[src/rtl/pll_seq_pkg.sv]
package pll_seq_pkg;

    localparam int PDIV_W = 3;
    localparam int MULT_W = 7;
    localparam int ODIV_W = 3;

    typedef struct packed {
        logic              irq_en;
        logic              lol_rst_en;
        logic [1:0]        mod_depth;
        logic [PDIV_W-1:0] pdiv;
        logic [MULT_W-1:0] mult;
        logic [ODIV_W-1:0] odiv;
    } synth_ctl_t;

    localparam int CTL_W = $bits(synth_ctl_t);

    localparam synth_ctl_t CTL_RESET = '{
        irq_en:     1'b1,
        lol_rst_en: 1'b1,
        mod_depth:  2'b10,
        pdiv:       PDIV_W'(1),
        mult:       MULT_W'(8),
        odiv:       ODIV_W'(1)
    };

    typedef enum logic [3:0] {
        ST_IDLE,
        ST_CHECK,
        ST_WR_SAFE,
        ST_WR_RAMP,
        ST_WAIT_LOCK,
        ST_WR_FINAL,
        ST_WR_IRQ,
        ST_FINISH,
        ST_FAIL
    } seq_state_t;

endpackage

[src/rtl/pll_seq_range_chk.sv]
module pll_seq_range_chk #(
    parameter int REF_KHZ = 24000,
    parameter int PDIV_W  = 3,
    parameter int ODIV_W  = 3
) (
    input  logic [PDIV_W-1:0] pdiv,
    input  logic [ODIV_W-1:0] odiv,
    output logic              req_ok
);
    localparam logic [31:0] PFD_MIN_KHZ = 32'd4000;
    localparam logic [31:0] PFD_MAX_KHZ = 32'd20000;
    localparam logic [31:0] REF_K       = 32'(REF_KHZ);

    logic [31:0] lo_bound;
    logic [31:0] hi_bound;
    logic        pfd_ok;
    logic        odiv_ok;

    // Multiply instead of dividing the reference by the pre-divider.
    always_comb begin
        lo_bound = 32'(pdiv) * PFD_MIN_KHZ;
        hi_bound = 32'(pdiv) * PFD_MAX_KHZ;
        pfd_ok   = (lo_bound <= REF_K) && (REF_K <= hi_bound);
        odiv_ok  = (odiv != '1);
        req_ok   = pfd_ok && odiv_ok;
    end
endmodule

[src/rtl/pll_seq_lock_timer.sv]
module pll_seq_lock_timer #(
    parameter int TMO_W = 8
) (
    input  logic             clk,
    input  logic             rst_n,
    input  logic             run,
    input  logic [TMO_W-1:0] limit,
    output logic             expired
);
    logic [TMO_W-1:0] cnt;

    always_ff @(posedge clk or negedge rst_n) begin
        if (!rst_n)       cnt <= '0;
        else if (!run)    cnt <= '0;
        else if (!expired) cnt <= cnt + 1'b1;
    end

    always_comb begin
        expired = run && (({1'b0, cnt} + 1'b1) >= {1'b0, limit});
    end
endmodule

[src/rtl/pll_seq_word_build.sv]
module pll_seq_word_build
    import pll_seq_pkg::*;
(
    input  seq_state_t        state,
    input  synth_ctl_t        shadow,
    input  logic [PDIV_W-1:0] pdiv,
    input  logic [MULT_W-1:0] mult,
    input  logic [ODIV_W-1:0] odiv,
    output synth_ctl_t        word
);
    always_comb begin
        word = shadow;
        unique case (state)
            ST_WR_SAFE: begin
                word.mod_depth  = 2'b00;
                word.lol_rst_en = 1'b0;
            end
            ST_WR_RAMP: begin
                word.mod_depth  = 2'b00;
                word.lol_rst_en = 1'b0;
                word.irq_en     = 1'b0;
                word.pdiv       = pdiv;
                word.mult       = mult;
                word.odiv       = odiv + 1'b1;
            end
            ST_WR_FINAL: word.odiv   = odiv;
            ST_WR_IRQ:   word.irq_en = 1'b1;
            default:     word = shadow;
        endcase
    end
endmodule

[src/rtl/pll_freq_seq.sv]
module pll_freq_seq
    import pll_seq_pkg::*;
#(
    parameter int REF_KHZ = 24000,
    parameter int TMO_W   = 8
) (
    input  logic              clk,
    input  logic              rst_n,
    input  logic              start,
    input  logic [PDIV_W-1:0] tgt_pdiv,
    input  logic [MULT_W-1:0] tgt_mult,
    input  logic [ODIV_W-1:0] tgt_odiv,
    input  logic [TMO_W-1:0]  lock_tmo,
    input  logic              lock,
    output logic              wr_valid,
    input  logic              wr_ready,
    output logic [CTL_W-1:0]  wr_data,
    output logic              busy,
    output logic              done,
    output logic              error
);
    seq_state_t        state, nstate;
    synth_ctl_t        shadow, word;
    logic [PDIV_W-1:0] r_pdiv;
    logic [MULT_W-1:0] r_mult;
    logic [ODIV_W-1:0] r_odiv;
    logic [TMO_W-1:0]  r_tmo;
    logic              req_ok;
    logic              tmo_hit;
    logic              accept;
    logic              wr_fire;

    assign accept  = (state == ST_IDLE) && start;
    assign wr_fire = wr_valid && wr_ready;

    pll_seq_range_chk #(
        .REF_KHZ (REF_KHZ),
        .PDIV_W  (PDIV_W),
        .ODIV_W  (ODIV_W)
    ) u_range (
        .pdiv   (r_pdiv),
        .odiv   (r_odiv),
        .req_ok (req_ok)
    );

    pll_seq_lock_timer #(
        .TMO_W (TMO_W)
    ) u_timer (
        .clk     (clk),
        .rst_n   (rst_n),
        .run     (state == ST_WAIT_LOCK),
        .limit   (r_tmo),
        .expired (tmo_hit)
    );

    pll_seq_word_build u_word (
        .state  (state),
        .shadow (shadow),
        .pdiv   (r_pdiv),
        .mult   (r_mult),
        .odiv   (r_odiv),
        .word   (word)
    );

    // State register
    always_ff @(posedge clk or negedge rst_n) begin
        if (!rst_n) state <= ST_IDLE;
        else        state <= nstate;
    end

    // Next state
    always_comb begin
        nstate = state;
        unique case (state)
            ST_IDLE:      if (start) nstate = ST_CHECK;
            ST_CHECK:     nstate = req_ok ? ST_WR_SAFE : ST_FAIL;
            ST_WR_SAFE:   if (wr_ready) nstate = ST_WR_RAMP;
            ST_WR_RAMP:   if (wr_ready) nstate = ST_WAIT_LOCK;
            ST_WAIT_LOCK: begin
                if (lock)         nstate = ST_WR_FINAL;
                else if (tmo_hit) nstate = ST_FAIL;
            end
            ST_WR_FINAL:  if (wr_ready) nstate = ST_WR_IRQ;
            ST_WR_IRQ:    if (wr_ready) nstate = ST_FINISH;
            ST_FINISH:    nstate = ST_IDLE;
            ST_FAIL:      nstate = ST_IDLE;
            default:      nstate = ST_IDLE;
        endcase
    end

    // Outputs
    always_comb begin
        busy     = (state != ST_IDLE);
        done     = (state == ST_FINISH);
        wr_valid = 1'b0;
        unique case (state)
            ST_WR_SAFE, ST_WR_RAMP, ST_WR_FINAL, ST_WR_IRQ: wr_valid = 1'b1;
            default: wr_valid = 1'b0;
        endcase
        wr_data = word;
    end

    // Request capture, shadow image and sticky error
    always_ff @(posedge clk or negedge rst_n) begin
        if (!rst_n) begin
            r_pdiv <= '0;
            r_mult <= '0;
            r_odiv <= '0;
            r_tmo  <= '0;
            shadow <= CTL_RESET;
            error  <= 1'b0;
        end else begin
            if (accept) begin
                r_pdiv <= tgt_pdiv;
                r_mult <= tgt_mult;
                r_odiv <= tgt_odiv;
                r_tmo  <= lock_tmo;
                error  <= 1'b0;
            end else if (state == ST_FAIL) begin
                error  <= 1'b1;
            end
            if (wr_fire) shadow <= word;
        end
    end
endmodule

[config.mk]
export PLATFORM = sky130hd
export DESIGN_NAME = pll_freq_seq
export DESIGN_NICKNAME = d
export VERILOG_FILES = /design/src/rtl/pll_seq_pkg.sv /design/src/rtl/pll_seq_range_chk.sv /design/src/rtl/pll_seq_lock_timer.sv /design/src/rtl/pll_seq_word_build.sv /design/src/rtl/pll_freq_seq.sv
export SDC_FILE = /design/constraint.sdc
export NUM_CORES = 1
export LEC_CHECK = 0
export ABC_AREA = 1
export BUFFER_PORTS_ARGS = -buffer_cell sky130_fd_sc_hd__buf_2
export CAP_MARGIN = 20
export CELL_PAD_IN_SITES_DETAIL_PLACEMENT = 0
export CELL_PAD_IN_SITES_GLOBAL_PLACEMENT = 2
export CORE_MARGIN = 1
export CORE_UTILIZATION = 35
export CTS_CLUSTER_DIAMETER = 40
export DETAILED_ROUTE_END_ITERATION = 12
export MAX_ROUTING_LAYER = met4
export PLACE_DENSITY_LB_ADDON = 0.1
export SYNTH_ARGS = -nofsm -noshare
export SYNTH_HDL_FRONTEND = slang
export SYNTH_SLANG_ARGS = --single-unit
[constraint.sdc]
create_clock -name clk -period 6.55 [get_ports clk]
set_input_delay 0.655 -clock clk [delete_from_list [all_inputs] [get_ports clk]]
set_output_delay 0.655 -clock clk [all_outputs]
set_load 0.03 [all_outputs]
### Word-level counts from Yosys, hierarchy flattened

Cells that the tools add are included.
Widths: inputs -> output; s select.

| cells by class | value |
|---|---|
| reductions and logical operators | 11 |
| add/subtract/negate cells | 3 |
| magnitude comparators | 3 |
| multiply operators | 2 |
| eq/ne operators | 16 |
| muxes and demuxes | 18 |

Operator list:

| cell | number |
|---|---|
| $mux 4 | 8 |
| $pmux 4 s7 | 1 |
| $le 15x18->1 const A | 1 |
| $eq 4x3->1 const B | 4 |
| $mux 8 | 2 |
| $le 15x15->1 const B | 1 |
| $mul 3x10->13 const B | 1 |
| $ne 2x2->1 const B | 6 |
| $mul 3x7->10 const B | 1 |
| $mux 10 | 1 |
| $add 8x1->9 const B | 1 |
| $ge 9x8->1 | 1 |
| $add 8x1->8 const B | 1 |
| $eq 4x2->1 const B | 2 |
| $ne 3x3->1 const B | 2 |
| $pmux 3 s2 | 1 |
| $reduce_and 6->1 | 1 |
| $logic_and 1x1->1 | 5 |
| $eq 4x1->1 const B | 1 |
| $eq 4x4->1 const B | 1 |
| $logic_not 4->1 | 1 |
| $reduce_bool 4->1 | 1 |
| $reduce_or 4->1 | 1 |
| $add 3x1->3 const B | 1 |
| other kinds (5) | 7 |

| storage, ports and cells | value |
|---|---|
| output and inout bits | 21 |
| logic and storage cells | 66 |
| flip-flop bits (word level) | 51 |
| input port bits | 26 |

### Depth between registers and ports, before layout

Gate-level depths: netlist of run 1.

| logic depth | value |
|---|---|
| depth in word-level cells | 6 |
| gate-level depth with buffers | 17 |
| depth with buffers taken out | 17 |

### Hierarchy

From an unflattened synthesis of run 1, not the netlist that was laid out.

| unflattened totals | value |
|---|---|
| cells, all modules | 467 |
| area, all modules | 3557.2 sq um |

Modules (own cells, without submodules):

| module | area an instance (sq um) | instances | cells each | sequential area each (sq um) |
|---|---|---|---|---|
| pll_freq_seq | 1944.4 | 1 | 220 | 1083.5 |
| pll_seq_lock_timer | 716.9 | 1 | 93 | 200.2 |
| pll_seq_range_chk | 574.3 | 1 | 88 | 0.0 |
| pll_seq_word_build | 321.6 | 1 | 66 | 0.0 |

### Worst setup path before layout of run 1

Ideal clock, no wire load.

| timing path | value |
|---|---|
| kind | register to register |
| from | reg r_pdiv[0] |
| to | reg state[1] |
| path slack | 3770 ps |
| arrival | 2664 ps |
| data required time | 6434 ps |
| setup time | 116 ps |
| period minus slack after synthesis | 2780 ps |
| cell stages (with the launch flop) | 14 |
| path through | dfrtp_1 fa_1 inv_1 fa_1 fa_1 o21bai_1 nor2_1 nand3_1 nand3_1 nand2_1 nand4_1 nand2_1 nand2_1 nand2_1 |

| between the ends | value |
|---|---|
| longest elaborated chain between the ends | 6 |
| elaborated cells between the ends (all ways) | 8 |
| those cells by class | mul (2); order compare (2); mux (2); reduce/logical (2) |

RTL lines:

| item | RTL line | text |
|---|---|---|
| from (decl) | pll_freq_seq.sv:24 | `logic [PDIV_W-1:0] r_pdiv;` |
| from (signal assigned) | pll_freq_seq.sv:114 | `r_pdiv <= tgt_pdiv;` |
| $mul 3x10->13 or $mul 3x7->10 (tied branches) | pll_seq_range_chk.sv:22, pll_seq_range_chk.sv:21 |  |
| $le 15x18->1 or $le 15x15->1 (tied branches) | pll_seq_range_chk.sv:23 | `pfd_ok = (lo_bound <= REF_K) && (REF_K <= hi_bound);` |
| $logic_and 1x1->1 * | pll_seq_range_chk.sv:23 |  |
| $logic_and 1x1->1 * | pll_seq_range_chk.sv:25 | `req_ok = pfd_ok && odiv_ok;` |
| $mux 4 * | pll_freq_seq.sv:76 | `ST_CHECK: nstate = req_ok ? ST_WR_SAFE : ST_FAIL;` |
| $pmux 4 s7 * | pll_freq_seq.sv:74 | `unique case (state)` |
| to (signal assigned) | pll_freq_seq.sv:68 | `else state <= nstate;` |
| to (decl) | pll_freq_seq.sv:22 | `seq_state_t state, nstate;` |

Mark *: on every way between the ends. The rest lies on a longest branch, timed or not.
A chain may end at the register's enable or synchronous reset.

### Worst setup path after layout of run 1

Same ends and word-level chain as after synthesis.

==> implementation parameters, run 1 <==
Parameter                              Value

Worst setup path
  Max Fanout on Critical Path    9
  Worst setup path category    reg2reg
  Crit start category    register
  Arrival time reported for the critical path endpoint    3.20 ns
  Category of the worst setup path capture point    register
  Worst Path Required    6.78 ns

Status
  Result of the run    finished clean

STA
  Final worst path period share    45.4%
  Final Hold Fails    0
  Peak Freq    336 MHz
  Worst clock skew    0.0190 ns
  Worst-margin pin slew    0.785 ns
  Setup TNS after final layout    0 ns
  Worst max-slew margin expressed relative to the limit    47.5%
  RSZ-0062 raised after global routing    no
  Final Max Tran Viols    0
  Post-layout min period    2.97 ns
  Final worst hold slack    0.424 ns
  Final setup violating endpoints    0

Power and ir drop
  Total power divided by cell area    475 nW/µm²
  VDD IR-drop max    0.000201 V
  Sum of internal, switching and leakage power    1730 µW
  Leakage component of the power    0.00189 µW

Floorplanning
  Total core area    8810 µm²
  Number of ports placed on the die boundary    47
  Die X-Extent    97.9 µm
  Site row count    34
  Initial core utilization    36.6%
  Die Y-Extent    97.9 µm
  Die Outline Area    9590 µm²

Synth
  Synth Register Bits    51
  Most frequently used flop master after synthesis    dfrtp_1
  Syn nets    446
  Avg Inst Size Synth    8.22 µm²
  Cell count after synthesis    392
  Warnings from Yosys    0
  Cell variety after synth    41
  Post-synth design cell area    3220 µm²
  Share of synthesized flip-flops with an asynchronous set or reset    100%
  Number of flops mapped to enable cells by yosys    0
  Sequential fraction of the synthesis area    39.8%

Route
  Via density    4.76
  Routed via count    2609
  Final antenna-violating net count    0
  Total wirelength of the detailed-routed design    7.02 mm
  Number of violations reported at the end of detailed-routing iteration 0    110
  Wirelength per Cell    12.8 µm
  # DRC    0
  First-pass detailed-route iteration total    5

Min path
  Worst min-delay path category    in2async

Clock tree
  Clock tree from TritonCTS    built
  Maximum level of the CTS H-tree    2
  CTS Buffer Depth    2
  Clock latency of the later-clocked register in the worst-skew pair    0.32 ns
  Number of hold-repair buffers added at the cts stage    0
  Clock buffer count from CTS    5
  Cells resized by post-CTS repair    0
  Number of buffers inserted to repair setup after CTS    0
  Clock slew at the register clock pins of the worst setup and hold paths    0.12 ns
  Total number of clock tree sinks    51
  Clock root cell    clkbuf_8

GRT
  Global-route congestion overflow total    0
  Total routing resource utilization after global routing    16.5%
  Number of antenna violations at the first check in global routing    0
  Maximum number of pins on one net before global-route repair    52
  Via count of the first global-routing pass    2573
  Wire length of the first global-routing pass    12.3 mm

Finish
  Diode insertion count for antenna repair    0
  Area growth syn-to-layout    13.0%
  Fraction of final layout cells with drive strength greater than 1    21.4%
  Layout Nets    493

Placement
  Number of port buffers    46
  Final HPWL from detailed placement    5.23 mm
  Routability congestion estimate    0.810

Flow run
  Max_cap viols    0
==> Yosys cell counts, types with 2 or more instances <==
library cell	number	area [µm²]
o221ai_1	3	26.3
buf_4	3	22.5
ha_1	23	288
nand2_2	8	50.1
nor2_4	2	22.5
inv_1	66	248
dfrtp_1	45	1130
o21ai_2	6	52.6
xor2_1	4	35.0
nand4_1	7	43.8
mux2_2	4	45.0
inv_2	4	15.0
nor3_2	2	20.0
dfstp_2	6	158
mux2_1	4	45.0
o22ai_1	2	12.5
nand2_4	2	22.5
o21ai_0	25	125
nor3_1	2	10.0
a21oi_1	5	25.0
nand3_1	16	80.1
nor2_2	3	18.8
nand2_1	94	353
o21bai_1	2	15.0
fa_1	5	100
o21ai_1	17	85.1
nor2_1	18	67.6
==> worst max-delay path: stages (launching register included) <==
cell and delay (ns):
dfrtp_1 0.52, fa_1 0.67, inv_1 0.11, fa_1 0.46, fa_1 0.44, o21bai_1 0.16, nor2_1 0.09, nand3_1 0.08
nand3_1 0.07, nand2_1 0.07, nand4_1 0.07, nand2_1 0.06, nand2_1 0.05, nand2_1 0.04
==> logic make-up (layout without fill, tap and decap cells) <==
| group | Yosys count | in the layout | share of synthesized area [%] |
|---|---|---|---|
| simple gates | 155 | 155 | 21.6 |
| buf+inv | 79 | 127 | 10.3 |
| compound gates | 66 | 66 | 12.1 |
| flops | 51 | 51 | 39.8 |
| fa+ha+maj | 28 | 28 | 12.0 |
| mux | 8 | 8 | 2.80 |
| xor+xnor | 5 | 5 | 1.36 |
==> path summary, 6_finish.rpt <==
path	from	endpoint	slack, ns	cells past startpoint
max in group asynchronous	rst_n	r_pdiv[2]	5.66	2
max reg2reg	r_pdiv[0]	state[1]	3.58	13
max	r_pdiv[0]	state[1]	3.58	13
min reg2reg	shadow[15]	shadow[15]	0.46	2
min in group clk	shadow[15]	shadow[15]	0.46	2
min	rst_n	r_mult[3]	0.42	2
==> flip-flops by register name (all words and copies together) (netlist names) <==
register,flops
r_odiv,3
shadow,17
error,1
r_tmo,8
r_mult,7
u_timer.cnt,8
r_pdiv,3
state,4
==> per-layer routing <==
layer | global-route usage, % | wire [µm]
met1 | 21.3 | 3420
met2 | 26.0 | 3210
met3 | 2.58 | 231
met4 | 6.41 | 155
met5 | - | 0
==> through the flow <==
stage	instances	area, µm²	setup slack [ns]	utilization [%]
finish	548	3640	3.58	41.3
global route	548	3640	3.27	41.3
CTS	548	3640	3.56	41.3
detailed placement	540	3540	3.58	40.2
global placement	540	3540	3.63	40.2
floorplan	392	3220	3.77	-
==> placed cells by master (no fill, tap or decap), types with 3 or more instances in the layout <==
cell type  netlist  layout
nand2_1         94      94
inv_1           66      66
buf_2            1      46
dfrtp_1         45      45
o21ai_0         25      25
ha_1            23      23
nor2_1          18      18
o21ai_1         17      17
nand3_1         16      16
nand2_2          8       8
nand4_1          7       7
o21ai_2          6       6
dfstp_2          6       6
a21oi_1          5       5
fa_1             5       5
clkbuf_8         0       5
inv_2            4       4
xor2_1           4       4
mux2_1           4       4
mux2_2           4       4
nor2_2           3       3
o221ai_1         3       3
==> final cells by class <==
class,instances,area (µm²)
timing repair buffer,47,238
multi-input combinational,262,1610
clock inverter,3,33.8
fill,924,5170
inverter,72,275
clock buffer,5,68.8
tap,108,135
sequential,51,1280
==> power by group <==
part,total (µW),internal (µW),switching (µW)
registers,504,431,72.9
clock network,207,81.5,125
logic,1020,356,664
total,1730,868,862
No activity file was read; power rests on OpenSTA's default activity.
==> run 2, diff against run 1 <==
--- a/config.mk
+++ b/config.mk
@@ -11,7 +11,7 @@
 export CELL_PAD_IN_SITES_DETAIL_PLACEMENT = 0
 export CELL_PAD_IN_SITES_GLOBAL_PLACEMENT = 2
 export CORE_MARGIN = 1
-export CORE_UTILIZATION = 35
+export CORE_UTILIZATION = 34
 export CTS_CLUSTER_DIAMETER = 40
 export DETAILED_ROUTE_END_ITERATION = 12
 export MAX_ROUTING_LAYER = met4
==> constraint.sdc (replaced) <==
create_clock -name clk -period 2.9 [get_ports clk]
set_input_delay 0.29 -clock clk [delete_from_list [all_inputs] [get_ports clk]]
set_output_delay 0.29 -clock clk [all_outputs]
set_load 0.03 [all_outputs]
==> implementation parameters, run 2 (synthesis results as in run 1) <==
Parameter                              Value

Status
  Result of the run    finished clean

Power and ir drop
  Switching power    1970 µW (+130%)
  Total power divided by cell area    1080 nW/µm² (+130%)
  Clock share of power    11.2% (-0.7 points)
  Combinational Power Share    61.7% (+2.8 points)
  Cell-internal power    2090 µW (+140%)
  Leakage component of the power    0.00192 µW (+1.8%)
  Switching share of power    48.5% (-1.3 points)
  VDD IR-drop max    0.000365 V (+82%)
  Share of power burned in registers    27.1% (-2.0 points)

Route
  Met3 wire length    226 µm (-2.2%)
  Total wirelength of the detailed-routed design    7.08 mm (+0.93%)
  Via density    4.62 (-3.0%)
  Routed met1 length    3.41 mm (-0.47%)
  Routed via count    2587 (-0.84%)
  Met2 routed WL    3.39 mm (+5.5%)
  # DRC    0 (unchanged)
  Wirelength per Cell    12.6 µm (-1.2%)
  Final antenna-violating net count    0 (unchanged)
  Uppermost signal routing layer after detailed routing    met4
  First-pass detailed-route iteration total    4 (-1)
  Number of violations reported at the end of detailed-routing iteration 0    61 (-45%)

Worst setup path
  Cell Chain, Critical Path    fa_1 > inv_2 > fa_2 > fa_1 > o21bai_1 > nor2_1 > nand3_1 > nand3_1 > nand2_1 > nand4_1 > nand2_1 > nand2_1 > nand2_1
  Cell repeated most along the worst path    nand2_1
  Worst setup slack for register-to-register paths    0.24 ns (-3.34 ns)
  Largest stage delay, worst path    0.57 ns (-0.10 ns)
  Arrival time reported for the critical path endpoint    2.88 ns (-0.32 ns)
  Worst reg2reg path startpoint    r_pdiv[1]
  Logic depth of the worst register-to-register path    13 (unchanged)
  Crit start category    register
  Cell with the largest stage delay on the worst path    fa_1
  Category of the worst setup path capture point    register
  Setup crit start    r_pdiv[1]
  Worst Path Required    3.11 ns (-3.67 ns)
  Max Fanout on Critical Path    5 (-4)
  Worst setup path category    reg2reg
  Worst r2r dst    state[1]

Clock tree
  Clock root cell    clkbuf_8
  Clock tree from TritonCTS    built
  Clock slew at the register clock pins of the worst setup and hold paths    0.10 ns (-0.02 ns)
  Total number of clock tree sinks    51 (unchanged)
  Clock latency of the later-clocked register in the worst-skew pair    0.32 ns (about the same)
  Clock buffer count from CTS    5 (unchanged)
  CTS Buffer Depth    2 (unchanged)
  Maximum level of the CTS H-tree    2 (unchanged)

STA
  Final Max Tran Viols    0 (unchanged)
  Final Hold Fails    0 (unchanged)
  Post-layout min period    2.66 ns (-0.309 ns)
  Worst-margin pin slew    0.678 ns (-0.107 ns)
  Final worst hold slack    0.0801 ns (-0.344 ns)
  Peak Freq    375 MHz (+12%)
  Worst clock skew    0.0105 ns (-0.00848 ns)
  Final setup violating endpoints    0 (unchanged)
  Worst max-slew margin expressed relative to the limit    54.8% (+7.3 points)
  Final worst path period share    91.8% (+46 points)

Floorplanning
  Site row count    35 (+2.9%)
  Number of ports placed on the die boundary    47 (unchanged)
  Die X-Extent    99.3 µm (+1.4%)
  Die Y-Extent    99.3 µm (+1.4%)
  Initial core utilization    35.0% (-1.6 points)
  Total core area    9200 µm² (+4.4%)
  Die Outline Area    9870 µm² (+2.9%)

Finish
  Final design utilization    40.7% (-0.60 points)
  Most frequent standard cell in the layout excluding fill and tap cells    nand2_1
  Layout Nets    502 (+1.8%)
  Number of flip-flops under the largest register name    17 (unchanged)
  Diode insertion count for antenna repair    0 (unchanged)
  Largest register by flop count    shadow
  Registers with the most flip-flops    shadow (17), r_tmo (8), u_timer.cnt (8)
  Area growth syn-to-layout    16.3%
  Most frequent cells in the layout    nand2_1 (94), inv_1 (64), buf_2 (46)
  Fraction of final layout cells with drive strength greater than 1    24.5% (+3.1 points)
  Filler cell count in the final layout    959 (+3.8%)

GRT
  Maximum number of pins on one net before global-route repair    52 (unchanged)
  Via count of the first global-routing pass    2594 (+0.82%)
  Total routing resource utilization after global routing    16.1% (-0.39 points)
  Global-route congestion overflow total    0 (unchanged)
  Number of antenna violations at the first check in global routing    0 (unchanged)
  Wire length of the first global-routing pass    12.2 mm (-0.89%)

Placement
  Final HPWL from detailed placement    5.36 mm (+2.4%)
  Number of port buffers    46 (unchanged)
  Routability congestion estimate    0.833 (+2.9%)

Flow run
  Max_cap viols    0 (unchanged)

Min path
  Worst min-delay path category    in2async
run 2: cell count changes in the layout (fill, tap and decap cells not counted), sizes merged:
| cell | before | now |
|---|---|---|
| clkinv | 3 | 2 |
| clkinvlp | 0 | 1 |
| buf | 47 | 56 |
run 2: area by class of cell:
| class | instances | area, µm² | share of cell area (%) |
|---|---|---|---|
| Tap cell | 111 | 139 | 3.71 |
| Multi-Input combinational cell | 262 | 1650 | 43.9 |
| Inverter | 72 | 275 | 7.35 |
| Clock buffer | 5 | 68.8 | 1.84 |
| Timing Repair Buffer | 56 | 305 | 8.15 |
| Clock inverter | 3 | 27.5 | 0.735 |
| Sequential cell | 51 | 1280 | 34.3 |
run 2: worst max-delay path by stage:
stage | to | slack [ns]
floorplan | state[1] | 0.12
global placement | state[1] | 0.12
detailed placement | state[1] | 0.08
CTS | state[1] | 0.07
global route | state[3] | -0.004
finish | state[1] | 0.24
run 2: power by group through the flow:
stage	logic (µW)	registers [µW]	clock network, µW
2_1_floorplan	1820	1120	0
3_3_place_gp	2450	1120	0
3_5_place_dp	2440	1120	0
4_1_cts	2460	1100	482
5_1_grt	2870	1140	507
6_report	2500	1100	455
run 2: per-stage QoR:
stage	area (µm²)	setup WS, ns	power (µW)	cells	TNS, ns
final	3750	0.237	4060	560	0
after global routing	3750	-0.00398	4510	560	-0.00398
after CTS	3700	0.0728	4040	559	0
after detailed placement	3600	0.0776	3560	551	0
after global placement	3600	0.117	3560	551	0
after floorplan	3220	0.120	2940	392	0
run 2: repair_timing:
item,4_1_cts,5_1_grt
setup buffers,0,1
endpoints found under the setup margin,0,2
hold buffers,0,0
resized for setup,0,10
run 2: worst max-delay path, delay by kind of cell, from the launching register on:
kind | cells | cell delay [ns]
adder cells (fa/ha/maj) | 3 | 1.34
AND/OR/NAND/NOR | 8 | 0.55
flip-flops | 1 | 0.46
AO/OA/AOI/OAI | 1 | 0.16
buffers and inverters | 1 | 0.07
run 2: per-layer routing:
layer,up-vias,GRT usage [%]
li1,1371,-
met3,7,2.60
met2,38,27.2
met1,1171,20.4
met4,0,3.39
met5,-,-
==> run 3, diff against run 2 <==
--- a/config.mk
+++ b/config.mk
@@ -6,7 +6,7 @@
 export NUM_CORES = 1
 export LEC_CHECK = 0
 export ABC_AREA = 1
-export BUFFER_PORTS_ARGS = -buffer_cell sky130_fd_sc_hd__buf_2
+export BUFFER_PORTS_ARGS = -buffer_cell sky130_fd_sc_hd__clkbuf_2
 export CAP_MARGIN = 20
 export CELL_PAD_IN_SITES_DETAIL_PLACEMENT = 0
 export CELL_PAD_IN_SITES_GLOBAL_PLACEMENT = 2
==> implementation parameters, run 3 (synthesis results as in run 1) <==
Parameter                              Value

Power and ir drop
  VDD IR-drop max    0.000442 V (+21%)
  Total power divided by cell area    1080 nW/µm² (-0.24%)
  Leakage component of the power    0.00191 µW (-0.43%)
  Sum of internal, switching and leakage power    4030 µW (-0.87%)

Route
  First-pass detailed-route iteration total    4 (unchanged)
  Final antenna-violating net count    0 (unchanged)
  Via density    4.63 (+0.14%)
  Wirelength per Cell    12.7 µm (+0.41%)
  Number of violations reported at the end of detailed-routing iteration 0    33 (-46%)
  Total wirelength of the detailed-routed design    7.10 mm (+0.23%)
  # DRC    0 (unchanged)
  Routed via count    2586 (-0.039%)

GRT
  Total routing resource utilization after global routing    15.9% (-0.16 points)
  Maximum number of pins on one net before global-route repair    52 (unchanged)
  Global-route congestion overflow total    0 (unchanged)
  Number of antenna violations at the first check in global routing    0 (unchanged)
  Wire length of the first global-routing pass    12.1 mm (-0.62%)
  Via count of the first global-routing pass    2602 (+0.31%)

STA
  Post-layout min period    2.66 ns (-0.00802 ns)
  Final Hold Fails    0 (unchanged)
  Worst max-slew margin expressed relative to the limit    54.2% (-0.58 points)
  Peak Freq    377 MHz (+0.30%)
  Final worst path period share    91.6% (-0.28 points)
  Worst-margin pin slew    0.687 ns (+0.00870 ns)
  Final setup violating endpoints    0 (unchanged)
  RSZ-0062 raised after global routing    no
  Worst clock skew    0.00887 ns (-0.00161 ns)
  Final Max Tran Viols    0 (unchanged)
  Setup TNS after final layout    0 ns (unchanged)

Finish
  Fraction of final layout cells with drive strength greater than 1    24.3% (-0.17 points)
  Layout Nets    501 (-0.20%)
  Largest register by flop count    shadow
  Filler cell count in the final layout    995 (+3.8%)
  Registers with the most flip-flops    shadow (17), r_tmo (8), u_timer.cnt (8)
  Most frequent standard cell in the layout excluding fill and tap cells    nand2_1
  Area growth syn-to-layout    15.5%
  Storage cell area    1290 µm² (about the same)
  Area occupied by multi-input gates    1630 µm² (-0.76%)
  Number of flip-flops under the largest register name    17 (unchanged)
  Most frequent cells in the layout    nand2_1 (94), inv_1 (64), clkbuf_2 (46)
  Post-route insts no fill    559 (-0.18%)
  Final design utilization    40.5% (-0.26 points)
  Final design instance area without fill    3720 µm² (-0.63%)
  Diode insertion count for antenna repair    0 (unchanged)

Placement
  Cell count after placement    551 (unchanged)
  Number of port buffers    46 (unchanged)
  Placement Cell Area    3600 µm² (unchanged)
  Routability congestion estimate    0.818 (-1.9%)
  Final HPWL from detailed placement    5.38 mm (+0.45%)

Worst setup path
  Setup crit start    r_pdiv[0]
  Category of the worst setup path capture point    register
  Max Fanout on Critical Path    4 (-1)
  Worst setup path category    reg2reg
  Worst reg2reg path startpoint    r_pdiv[0]
  Cell Chain, Critical Path    inv_1 > ha_1 > inv_2 > ha_4 > inv_1 > fa_2 > fa_1 > o21bai_1 > nor2_1 > nand3_1 > nand3_1 > nand2_1 > nand4_1 > nand2_1 > nand2_1 > nand2_1
  Cell repeated most along the worst path    nand2_1
  Largest stage delay, worst path    0.43 ns (-0.14 ns)
  Cell with the largest stage delay on the worst path    fa_1
  Crit start category    register
  Arrival time reported for the critical path endpoint    2.86 ns (-0.02 ns)
  Worst Path Required    3.10 ns (about the same)

Clock tree
  Clock buffer count from CTS    5 (unchanged)
  Total number of clock tree sinks    51 (unchanged)
  Clock latency of the later-clocked register in the worst-skew pair    0.31 ns (about the same)
  Clock root cell    clkbuf_8
  Clock slew at the register clock pins of the worst setup and hold paths    0.10 ns (about the same)
  Number of hold-repair buffers added at the cts stage    0 (unchanged)
  CTS Buffer Depth    2 (unchanged)
  Clock tree from TritonCTS    built
  Maximum level of the CTS H-tree    2 (unchanged)
  Number of buffers inserted to repair setup after CTS    0 (unchanged)

Min path
  Worst min-delay path category    in2async

Floorplanning
  Initial core utilization    35.0% (unchanged)
  Die Outline Area    9870 µm² (unchanged)
  Site row count    35 (unchanged)
  Total core area    9200 µm² (unchanged)
  Die X-Extent    99.3 µm (unchanged)
  Number of ports placed on the die boundary    47 (unchanged)
  Die Y-Extent    99.3 µm (unchanged)

Flow run
  Max_cap viols    0 (unchanged)

Status
  Result of the run    finished clean
[run 3: worst max-delay path, delay by kind of cell, from the launching register on]
family | cells | cell delay [ns]
adders and majority gates | 4 | 1.27
and+or+nand+nor | 8 | 0.52
DFF | 1 | 0.40
buffers and inverters | 3 | 0.20
AOI/OAI and AO/OA | 1 | 0.16
[run 3: metrics by stage]
stage | setup WS (ns) | hold slack (ns)
floorplan | 0.120 | -0.00559
global placement | 0.115 | 0.442
finish | 0.245 | 0.0936
CTS | 0.0671 | 0.118
global route | 0.00514 | 0.156
detailed placement | 0.0811 | 0.443
[run 3: layout make-up]
cell class / count / share of cell area, %
timing repair buffer: 55 / 8.00
inverter: 72 / 7.39
clock buffer: 5 / 1.85
multi-input combinational: 262 / 43.9
sequential: 51 / 34.6
clock inverter: 3 / 0.605
tap: 111 / 3.73
[run 3: path summary, 6_finish.rpt]
check,endpoint,slack [ns],cells past startpoint
setup / recovery,state[1],0.24,16
hold / removal,shadow[13],0.09,2
setup reg to reg,state[1],0.24,16
hold reg to reg,shadow[15],0.46,2
max in group asynchronous,r_pdiv[1],2.32,2
min in group clk,r_tmo[2],0.18,3
[run 3: what timing repair did]
action	CTS	global route
setup endpoints to repair	0	2
resized for setup	0	9
hold endpoints to repair	0	0
[run 3: metal layers]
| layer | part of all wire [%] | wire (µm) | up-vias | track usage [%] |
|---|---|---|---|---|
| li1 | - | - | 1355 | - |
| met1 | 50 | 3520 | 1194 | 20.5 |
| met2 | 47 | 3350 | 32 | 26.4 |
| met3 | 2.5 | 176 | 5 | 2.32 |
| met4 | 0.77 | 55 | 0 | 4.07 |
| met5 | 0 | 0 | - | - |
[run 3: power by group]
part / leakage, µW / total, µW / switching (µW) / internal [µW]
Sequential: 0.000637 / 1110 / 129 / 977
Combinational: 0.00123 / 2490 / 1580 / 913
Clock: 0.0000485 / 430 / 257 / 174
Total: 0.00191 / 4030 / 1960 / 2060
